File: src/rtl/xsig_pkg.sv
package xsig_pkg;

  typedef logic [2:0] lamp_t;

  localparam lamp_t LAMP_RED = 3'b001;
  localparam lamp_t LAMP_YEL = 3'b010;
  localparam lamp_t LAMP_GRN = 3'b100;

  typedef enum logic [2:0] {
    PH_MAIN_MIN  = 3'd0,
    PH_MAIN_IDLE = 3'd1,
    PH_MAIN_WAIT = 3'd2,
    PH_MAIN_YEL  = 3'd3,
    PH_SIDE_GRN  = 3'd4,
    PH_SIDE_YEL  = 3'd5
  } phase_e;

  // number of counter passes needed to cover an interval
  function automatic int unsigned passes_for(input int unsigned secs, input int unsigned span);
    return (secs + span - 1) / span;
  endfunction

  // length of the last (possibly partial) pass
  function automatic int unsigned last_len(input int unsigned secs, input int unsigned span);
    return secs - span * (passes_for(secs, span) - 1);
  endfunction

endpackage

File: src/rtl/xsig_sync2.sv
module xsig_sync2 #(
  parameter int unsigned STAGES = 2
) (
  input  logic clk,
  input  logic rst_n,
  input  logic d_i,
  output logic q_o
);
  logic [STAGES-1:0] pipe_q;

  always_ff @(posedge clk or negedge rst_n) begin
    if (!rst_n) pipe_q <= '0;
    else        pipe_q <= {pipe_q[STAGES-2:0], d_i};
  end

  assign q_o = pipe_q[STAGES-1];
endmodule

File: src/rtl/xsig_interval_timer.sv
module xsig_interval_timer #(
  parameter int unsigned CNT_W = 4
) (
  input  logic             clk,
  input  logic             rst_n,
  input  logic             tick_i,
  input  logic             load_i,
  input  logic [CNT_W-1:0] term_i,
  output logic             done_o
);
  logic [CNT_W-1:0] cnt_q, cnt_d;
  logic             cnt_en;

  assign cnt_en = load_i | tick_i;

  always_comb begin
    cnt_d = cnt_q;
    if (load_i)                 cnt_d = '0;
    else if (cnt_q == term_i)   cnt_d = '0;
    else                        cnt_d = cnt_q + CNT_W'(1);
  end

  always_ff @(posedge clk or negedge rst_n) begin
    if (!rst_n)      cnt_q <= '0;
    else if (cnt_en) cnt_q <= cnt_d;
  end

  assign done_o = tick_i & (cnt_q == term_i);

  AST_CNT_BOUND: assert property (@(posedge clk) disable iff (!rst_n)
    cnt_q <= term_i);
  AST_TICK_PULSE: assert property (@(posedge clk) disable iff (!rst_n)
    tick_i |=> !tick_i);
endmodule

File: src/rtl/xsig_phase_fsm.sv
module xsig_phase_fsm
  import xsig_pkg::*;
#(
  parameter int unsigned MAIN_MIN_S = 25,
  parameter int unsigned SIDE_MAX_S = 25,
  parameter int unsigned YEL_S      = 4,
  parameter int unsigned WAIT_S     = 3,
  parameter int unsigned CNT_W      = 4,
  parameter int unsigned PASS_W     = 4
) (
  input  logic             clk,
  input  logic             rst_n,
  input  logic             sensor_i,
  input  logic             done_i,
  output logic             load_o,
  output logic [CNT_W-1:0] term_o,
  output lamp_t            main_lamp_o,
  output lamp_t            side_lamp_o
);
  localparam int unsigned SPAN = 1 << CNT_W;

  localparam logic [PASS_W-1:0] MIN_NP  = PASS_W'(passes_for(MAIN_MIN_S, SPAN));
  localparam logic [PASS_W-1:0] SIDE_NP = PASS_W'(passes_for(SIDE_MAX_S, SPAN));
  localparam logic [PASS_W-1:0] YEL_NP  = PASS_W'(passes_for(YEL_S, SPAN));
  localparam logic [PASS_W-1:0] WAIT_NP = PASS_W'(passes_for(WAIT_S, SPAN));

  localparam logic [CNT_W-1:0] MIN_LM1  = CNT_W'(last_len(MAIN_MIN_S, SPAN) - 1);
  localparam logic [CNT_W-1:0] SIDE_LM1 = CNT_W'(last_len(SIDE_MAX_S, SPAN) - 1);
  localparam logic [CNT_W-1:0] YEL_LM1  = CNT_W'(last_len(YEL_S, SPAN) - 1);
  localparam logic [CNT_W-1:0] WAIT_LM1 = CNT_W'(last_len(WAIT_S, SPAN) - 1);

  phase_e            state_q, state_d;
  logic [PASS_W-1:0] pass_q, pass_d;
  logic [PASS_W-1:0] np;
  logic [CNT_W-1:0]  lm1;
  logic              final_pass, expire;

  // per-phase interval shape
  always_comb begin
    np  = PASS_W'(1);
    lm1 = '1;
    case (state_q)
      PH_MAIN_MIN:  begin np = MIN_NP;  lm1 = MIN_LM1;  end
      PH_MAIN_WAIT: begin np = WAIT_NP; lm1 = WAIT_LM1; end
      PH_MAIN_YEL,
      PH_SIDE_YEL:  begin np = YEL_NP;  lm1 = YEL_LM1;  end
      PH_SIDE_GRN:  begin np = SIDE_NP; lm1 = SIDE_LM1; end
      default:      begin np = PASS_W'(1); lm1 = '1;    end
    endcase
  end

  assign final_pass = (pass_q == (np - PASS_W'(1)));
  assign term_o     = final_pass ? lm1 : '1;
  assign expire     = done_i & final_pass;

  // next-state: Mealy on the synchronized sensor
  always_comb begin
    state_d = state_q;
    case (state_q)
      PH_MAIN_MIN:  if (expire) state_d = sensor_i ? PH_MAIN_WAIT : PH_MAIN_IDLE;
      PH_MAIN_IDLE: if (sensor_i) state_d = PH_MAIN_WAIT;
      PH_MAIN_WAIT: begin
        if (!sensor_i)   state_d = PH_MAIN_IDLE;
        else if (expire) state_d = PH_MAIN_YEL;
      end
      PH_MAIN_YEL:  if (expire) state_d = PH_SIDE_GRN;
      PH_SIDE_GRN:  if (expire) state_d = PH_SIDE_YEL;
      PH_SIDE_YEL:  if (expire) state_d = PH_MAIN_MIN;
      default:      state_d = PH_MAIN_MIN;
    endcase
  end

  assign load_o = (state_d != state_q);

  always_comb begin
    pass_d = pass_q;
    if (load_o)                    pass_d = '0;
    else if (done_i && !final_pass) pass_d = pass_q + PASS_W'(1);
  end

  always_ff @(posedge clk or negedge rst_n) begin
    if (!rst_n) begin
      state_q <= PH_MAIN_MIN;
      pass_q  <= '0;
    end else begin
      state_q <= state_d;
      pass_q  <= pass_d;
    end
  end

  // lamp decode
  always_comb begin
    main_lamp_o = LAMP_GRN;
    side_lamp_o = LAMP_RED;
    case (state_q)
      PH_MAIN_YEL: begin main_lamp_o = LAMP_YEL; side_lamp_o = LAMP_RED; end
      PH_SIDE_GRN: begin main_lamp_o = LAMP_RED; side_lamp_o = LAMP_GRN; end
      PH_SIDE_YEL: begin main_lamp_o = LAMP_RED; side_lamp_o = LAMP_YEL; end
      default:     begin main_lamp_o = LAMP_GRN; side_lamp_o = LAMP_RED; end
    endcase
  end

  AST_WAIT_CANCEL: assert property (@(posedge clk) disable iff (!rst_n)
    (state_q == PH_MAIN_WAIT && !sensor_i) |=> (state_q == PH_MAIN_IDLE));
  AST_PASS_BOUND: assert property (@(posedge clk) disable iff (!rst_n)
    pass_q < np);
endmodule

File: src/rtl/crossing_signal_ctrl.sv
module crossing_signal_ctrl
  import xsig_pkg::*;
#(
  parameter int unsigned MAIN_MIN_S = 25,
  parameter int unsigned SIDE_MAX_S = 25,
  parameter int unsigned YEL_S      = 4,
  parameter int unsigned WAIT_S     = 3,
  parameter int unsigned CNT_W      = 4,
  parameter int unsigned PASS_W     = 4
) (
  input  logic       clk,
  input  logic       rst_n,
  input  logic       tick_1s,
  input  logic       side_sensor,
  output logic [2:0] main_lamp,
  output logic [2:0] side_lamp
);
  logic [1:0]       rst_pipe_q;
  logic             rst_int_n;
  logic             sensor_s;
  logic             tmr_load, tmr_done;
  logic [CNT_W-1:0] tmr_term;
  lamp_t            main_l, side_l;

  // asynchronous assert, synchronous release
  always_ff @(posedge clk or negedge rst_n) begin
    if (!rst_n) rst_pipe_q <= '0;
    else        rst_pipe_q <= {rst_pipe_q[0], 1'b1};
  end
  assign rst_int_n = rst_pipe_q[1];

  xsig_sync2 #(.STAGES(2)) u_sensor_sync (
    .clk   (clk),
    .rst_n (rst_int_n),
    .d_i   (side_sensor),
    .q_o   (sensor_s)
  );

  xsig_interval_timer #(.CNT_W(CNT_W)) u_timer (
    .clk    (clk),
    .rst_n  (rst_int_n),
    .tick_i (tick_1s),
    .load_i (tmr_load),
    .term_i (tmr_term),
    .done_o (tmr_done)
  );

  xsig_phase_fsm #(
    .MAIN_MIN_S (MAIN_MIN_S),
    .SIDE_MAX_S (SIDE_MAX_S),
    .YEL_S      (YEL_S),
    .WAIT_S     (WAIT_S),
    .CNT_W      (CNT_W),
    .PASS_W     (PASS_W)
  ) u_fsm (
    .clk         (clk),
    .rst_n       (rst_int_n),
    .sensor_i    (sensor_s),
    .done_i      (tmr_done),
    .load_o      (tmr_load),
    .term_o      (tmr_term),
    .main_lamp_o (main_l),
    .side_lamp_o (side_l)
  );

  assign main_lamp = main_l;
  assign side_lamp = side_l;

  AST_LAMP_EXCL: assert property (@(posedge clk) disable iff (!rst_int_n)
    (main_lamp == LAMP_RED) || (side_lamp == LAMP_RED));
  AST_LAMP_ONEHOT: assert property (@(posedge clk) disable iff (!rst_int_n)
    ($countones(main_lamp) == 1) && ($countones(side_lamp) == 1));
  AST_MAIN_YEL_ENTRY: assert property (@(posedge clk) disable iff (!rst_int_n)
    (main_lamp == LAMP_YEL && $past(main_lamp) != LAMP_YEL) |-> ($past(main_lamp) == LAMP_GRN));
  AST_SIDE_GRN_ENTRY: assert property (@(posedge clk) disable iff (!rst_int_n)
    (side_lamp == LAMP_GRN && $past(side_lamp) != LAMP_GRN) |-> ($past(main_lamp) == LAMP_YEL));
  AST_MAIN_GRN_RETURN: assert property (@(posedge clk) disable iff (!rst_int_n)
    (main_lamp == LAMP_GRN && $past(main_lamp) == LAMP_RED) |-> ($past(side_lamp) == LAMP_YEL));
endmodule

File: config.mk
export PLATFORM = sky130hd
export DESIGN_NAME = crossing_signal_ctrl
export DESIGN_NICKNAME = d
export VERILOG_FILES = /design/src/rtl/xsig_pkg.sv /design/src/rtl/xsig_sync2.sv /design/src/rtl/xsig_interval_timer.sv /design/src/rtl/xsig_phase_fsm.sv /design/src/rtl/crossing_signal_ctrl.sv
export SDC_FILE = /design/constraint.sdc
export NUM_CORES = 1
export LEC_CHECK = 0
export BUFFER_PORTS_ARGS = -buffer_cell sky130_fd_sc_hd__buf_2
export CAP_MARGIN = 30
export CORE_MARGIN = 1
export CORE_UTILIZATION = 46
export DETAILED_ROUTE_END_ITERATION = 8
export GPL_TIMING_DRIVEN = 0
export PLACE_DENSITY_LB_ADDON = 0.2
export SLEW_MARGIN = 25
export SYNTH_ARGS = -nofsm -noshare
export SYNTH_HDL_FRONTEND = slang
export SYNTH_SLANG_ARGS = --single-unit
File: constraint.sdc
create_clock -name clk -period 2.8 [get_ports clk]
set_input_delay 0.42 -clock clk [delete_from_list [all_inputs] [get_ports clk]]
set_output_delay 0.42 -clock clk [all_outputs]
set_load 0.005 [all_outputs]
Word-level counts from Yosys, hierarchy flattened
Cells that the tools add are included.
{ "totals": {"reg_bits": 15, "in_bits": 4, "out_inout_bits": 6, "elab_cells": 44} }
{ "classes": {"addsub": 3, "n_eq_ne": 8, "n_mux": 18, "bitwise_logic": 3, "reduce_logical": 7} }
{ "op_table": {"columns": ["operator", "n"], "rows": [
  ["$mux W3", 7],
  ["$mux W4", 5],
  ["$pmux W3 S6", 1],
  ["$pmux W3 S2", 2],
  ["$pmux W4 S3", 1],
  ["$add A4 B1 Y4 const B", 2],
  ["$eq A4 B4 Y1", 2],
  ["$eq A3 B2 Y1 const B", 2],
  ["$eq A3 B3 Y1 const B", 2],
  ["$reduce_or A2 Y1", 3],
  ["$mux W2", 2],
  ["$eq A3 B1 Y1 const B", 1],
  ["$logic_not A3 Y1", 1],
  ["$ne A3 B3 Y1", 1],
  ["$sub A2 B1 Y3 const B", 1],
  ["$and A1 B1 Y1", 2],
  ["$reduce_bool A2 Y1", 1],
  ["$logic_and A1 B1 Y1", 1],
  ["$logic_not A1 Y1", 1],
  ["$or A1 B1 Y1", 1]
]} }

Longest topological paths before layout
{ "depth": {"ltp_word": 14, "ltp_mapped": 7, "mapped_depth_nobuf": 6} }

Cells and area by module
From an unflattened synthesis, not the netlist that was laid out.
{ "unflattened": {"cells_unflattened": 104, "hier_area_um2": 945.9} }
{ "modules_own_cells": {"columns": ["module", "instances", "cells_per_inst", "area_each_um2", "seq_area_each_um2"], "rows": [
  ["xsig_phase_fsm", 1, 71, 563.0, 175.2],
  ["xsig_interval_timer", 1, 28, 279.0, 100.1],
  ["crossing_signal_ctrl", 1, 3, 53.8, 50.0],
  ["xsig_sync2", 1, 2, 50.0, 50.0]
]} }

Least setup slack after synthesis
Ideal clock, no wire load.
{ "synth_timing": {"kind": "register -> register", "from": "register u_fsm.state_q[2]", "to": "register u_fsm.state_q[2]", "setup_ns": 0.125, "arrival_ns": 1.791, "required_ns": 2.675, "path_slack_ns": 0.884, "stages_incl_launch_ff": 8, "path_buffers": 1, "period_less_slack_ns": 1.916, "cell_sequence": "dfrtp_1 -> buf_4 -> and3b_1 -> o31ai_1 -> and3_4 -> o2111ai_4 -> or2_4 -> mux2_4"} }
{ "synth_via": {"elab_chain_cells": 12, "elab_cells_between_ends": 24, "classes_between": "add/sub (1); eq/ne (7); mux (11); bitwise (2); reduce/logical (3)"} }
{ "synth_lines": {"columns": ["element", "line_no", "source"], "rows": [
  ["from (decl)", "xsig_phase_fsm.sv:32", "phase_e state_q, state_d;"],
  ["from (signal assigned)", "xsig_phase_fsm.sv:86", "state_q <= state_d;"],
  ["$eq A3 B3 Y1 or $logic_not A3 Y1 (tied branches)", "xsig_phase_fsm.sv:42, xsig_phase_fsm.sv:59", null],
  ["$reduce_or A2 Y1 (no line)", null, null],
  ["$mux W2", "xsig_phase_fsm.sv:42", "case (state_q)"],
  ["$sub A2 B1 Y3", "xsig_phase_fsm.sv:52", "assign final_pass = (pass_q == (np - PASS_W'(1)));"],
  ["$eq A4 B4 Y1", "xsig_phase_fsm.sv:52", null],
  ["$mux W4", "xsig_phase_fsm.sv:53", "assign term_o = final_pass ? lm1 : '1;"],
  ["$eq A4 B4 Y1", "xsig_interval_timer.sv:28", "assign done_o = tick_i & (cnt_q == term_i);"],
  ["$and A1 B1 Y1", "xsig_interval_timer.sv:28", null],
  ["$and A1 B1 Y1", "xsig_phase_fsm.sv:54", "assign expire = done_i & final_pass;"],
  ["$mux W3", "xsig_phase_fsm.sv:64", "else if (expire) state_d = PH_MAIN_YEL;"],
  ["$mux W3", "xsig_phase_fsm.sv:63", "if (!sensor_i) state_d = PH_MAIN_IDLE;"],
  ["$pmux W3 S6 (*)", "xsig_phase_fsm.sv:59", "case (state_q)"],
  ["net u_fsm.state_d[2]", "xsig_phase_fsm.sv:32", null]
]} }
Mark *: on every way through the listed nets, which the timed path passes. The rest lies on a longest branch.
A chain may end at the register's enable or synchronous reset.

Worst setup path in the final report
{ "layout_timing": {"from": "register u_fsm.pass_q[2]", "to": "register u_fsm.pass_q[0]"} }
{ "layout_via": {"elab_chain_cells": 10, "elab_cells_between_ends": 17, "classes_between": "eq/ne (3); mux (9); bitwise (2); reduce/logical (3)"} }
{ "layout_lines": {"columns": ["element", "line_no", "source"], "rows": [
  ["from (decl)", "xsig_phase_fsm.sv:33", "logic [PASS_W-1:0] pass_q, pass_d;"],
  ["from (signal assigned)", "xsig_phase_fsm.sv:87", "pass_q <= pass_d;"],
  ["$eq A4 B4 Y1 (*)", "xsig_phase_fsm.sv:52", null],
  ["$mux W4", "xsig_phase_fsm.sv:53", null],
  ["$eq A4 B4 Y1", "xsig_interval_timer.sv:28", null],
  ["$and A1 B1 Y1", "xsig_interval_timer.sv:28", null],
  ["$and A1 B1 Y1", "xsig_phase_fsm.sv:54", null],
  ["$mux W3", "xsig_phase_fsm.sv:64", null],
  ["$mux W3", "xsig_phase_fsm.sv:63", null],
  ["$pmux W3 S6", "xsig_phase_fsm.sv:59", null],
  ["$ne A3 B3 Y1", "xsig_phase_fsm.sv:73", "assign load_o = (state_d != state_q);"],
  ["$mux W4 or $reduce_bool A2 Y1 (tied branches)", null, null]
]} }
Every way passes the cells marked *; elsewhere a longest branch is shown, timed or not.

==> metrics.md <==
| Metric | Value |
|---|---|
| Crit path buf inv count | `0` |
| Final worst path period share | `0.765` |
| Headroom to the max-slew limit | `0.578` |
| Min Clock Period, post-route | `between 2000 and 2500 ps` |
| DP HPWL | `1420 µm` |
| Final GP Congestion | `0.782` |
| Vias in the first global route | `~760` |
| Drt wl/cell | `13.0 µm` |
| Max Cap Viol | `0` |
| Pleak | `0.495 nW` |
| Critical path type | `reg -> reg` |
| Max Clock Skew | `6.42 ps` |
| Post-CTS sizing | `0` |
| RSZ-0062 raised after global routing | `no` |
| Via density | `5.51` |
| Worst path slowest cell | `o21ai_1` |
| Port bufs | `9` |
| Width of the die | `48.5 µm` |
| Synth unique cells | `46` |
| # DRC | `0` |
| Initial DRC count | `3` |
| Aggregate routed wire length | `1910 µm` |
| Share of layout cells above drive strength 1 | `0.225` |
| Setup TNS | `0 ps` |
| Mapped Cells | `106` |
| Largest net degree at the start of global routing | `14` |
| Fin. Hold Viols | `0` |
| R2R setup slack | `660 ps` |
| Vias | `slightly above 800` |
| Remaining antenna violation count | `0` |
| Yosys warning count | `0` |
| GR Overflow Total | `0` |
| Diode count | `0` |
| FILL cells | `194` |
| Row count | `16` |
| Critical path fanouts, max | `8` |
| Commonest non-fill, non-tap cells in the layout | `dfrtp_1 (15), buf_2 (11), a21oi_1 (9), nor2_1 (8)` |
| Core Box Area | `2000 µm²` |
| GRT Total Usage | `0.182` |
| Slew Limit Fails | `0` |
| Worst-Margin Slew | `628 ps` |
| Post-synth EDFFs | `0` |
| Mapped Area | `993 µm²` |
| Clock root buffer | `clkbuf_4` |
| Worst EP required | `2960 ps` |
| Io pins | `10` |
| Global-route wire length before repair | `3330 µm` |
| Critical Path Most Common Cell | `nor2_1` |
| Crit. End Element | `register` |
| CTS tree | `done` |
| Pwr dens | `~830 nW/µm²` |
| #FFs+latches synth | `15` |
| Initial antenna violation count | `0` |
| Initial core utilization | `0.496` |
| Most common cell after layout, fill and taps aside | `dfrtp_1` |
| Design Area, Final | `between 1000 and 1500 µm²` |
| Worst Hold Class | `in -> reg` |
| CP max stage delay | `540 ps` |
| DR pass1 iterations | `4` |
| FMAX | `0.467 GHz` |
| Post-synthesis sequential area ratio | `0.378` |
| Final nets | `127` |
| Finish-stage setup viols | `0` |
| Async set-reset flop share out of synthesis | `1.00` |
| # clock sinks | `15` |
| Area delta synth->final | `12.0%` |
| Clock slew at reported path FFs | `100 ps` |
| Die area | `2350 µm²` |
| Syn_area_per_cell | `9.37 µm²` |
| Placed cell areas | `1070 µm²` |
| Num CTS Buffers | `3` |
| Top Family by Delay on Critical Path | `compound AO/OA/AOI/OAI gates` |
| Commonest register cell after synthesis | `dfrtp_1` |
| Peak supply drop | `roughly 0.44 mV` |
| Max H-tree Level | `1` |
| Crit path DAT | `2300 ps` |
| Status | `completed` |
| Mapped Nets | `112` |
| Skew-Pair Late Insertion Delay | `~290 ps` |
| CTS max path bufs | `2` |
| Die Height | `48.5 µm` |
| Type of origin of the critical path | `register` |
| Critical path, cell by cell | `nor3_2 -> o2111ai_1 -> o22ai_2 -> nor2_1 -> o21ai_1 -> nor2_1` |
-- final cells by class --
cell class	count	area (µm²)	area share
Timing Repair Buffer	10	55.1	0.0495
Inverter	5	18.8	0.0169
Tap cell	27	33.8	0.0304
Clock buffer	3	22.5	0.0202
Clock inverter	1	7.51	0.00675
Multi-Input combinational cell	81	567	0.510
Buffer	5	32.5	0.0292
Sequential cell	15	375	0.337
-- synth_stat cells (all sizes together) (2+ instances only) --
cell type | n | area [µm²]
ha | 2 | 25.0
o2111ai | 2 | 35.0
nand2b | 3 | 18.8
nor3 | 4 | 25.0
o22ai | 3 | 37.5
nand2 | 5 | 18.8
a31oi | 2 | 12.5
inv | 5 | 18.8
nand3 | 3 | 15.0
a21oi | 9 | 45.0
or3 | 2 | 12.5
o21a | 2 | 15.0
nor2 | 8 | 30.0
buf | 4 | 28.8
nor3b | 2 | 15.0
and3 | 3 | 23.8
and2 | 5 | 31.3
dfrtp | 15 | 375
o21ai | 5 | 25.0
xor2 | 2 | 17.5
nor2b | 2 | 15.0
-- path summary, 6_finish.rpt --
path | startpoint | to | cells after the start
max | u_fsm.pass_q[2] | u_fsm.pass_q[0] | 6
min | side_sensor | u_sensor_sync.pipe_q[0] | 1
max reg2reg | u_fsm.pass_q[2] | u_fsm.pass_q[0] | 6
min reg2reg | rst_pipe_q[1] | u_sensor_sync.pipe_q[1] | 0
max in group asynchronous | rst_pipe_q[1] | u_fsm.pass_q[0] | 0
min in group asynchronous | rst_pipe_q[1] | u_sensor_sync.pipe_q[1] | 0
-- registers in the layout (all words and copies together) (netlist names) --
name / flops
rst_pipe_q: 2
u_fsm.pass_q: 4
u_fsm.state_q: 3
u_sensor_sync.pipe_q: 2
u_timer.cnt_q: 4
-- report_power, final --
part | switching, mW | internal, mW | leakage, nW | total (mW)
Combinational | 0.250 | 0.198 | 0.290 | 0.448
Clock | 0.0755 | 0.0544 | 0.0139 | 0.130
Sequential | 0.0806 | 0.262 | 0.191 | 0.343
-- metal layers --
metal	GRT usage	routed length [µm]
met1	0.240	945
met2	0.300	888
met3	0.0472	60
met4	0.0441	13
met5	0	0
-- repair_timing --
item | CTS | global route
hold endpoints to repair | 2 | 0
setup buffers | 0 | 0
hold buffers | 1 | 0
-- through the flow --
step / std cells / util / worst slack, ps / hold slack, ps / power, mW
floorplan: 106 / - / 884 / 124 / 0.697
global placement: 142 / 0.536 / 709 / 206 / 0.772
detailed placement: 142 / 0.536 / 648 / 207 / 0.792
CTS: 147 / 0.556 / 630 / 213 / 0.929
global route: 147 / 0.556 / 499 / 206 / 1.00
finish: 147 / 0.556 / 659 / 225 / 0.921
-- logic make-up after synthesis --
family                     count (synthesis)  synth area share
and+or+nand+nor                           42             0.247
muxes                                      2            0.0252
other                                      1           0.00377
adders and majority gates                  2            0.0252
DFF                                       15             0.378
buffers and inverters                     10            0.0516
AOI/OAI and AO/OA                         31             0.243
xor gates and xnor gates                   3            0.0265
Note: power is estimated with default switching activity, not from simulation.
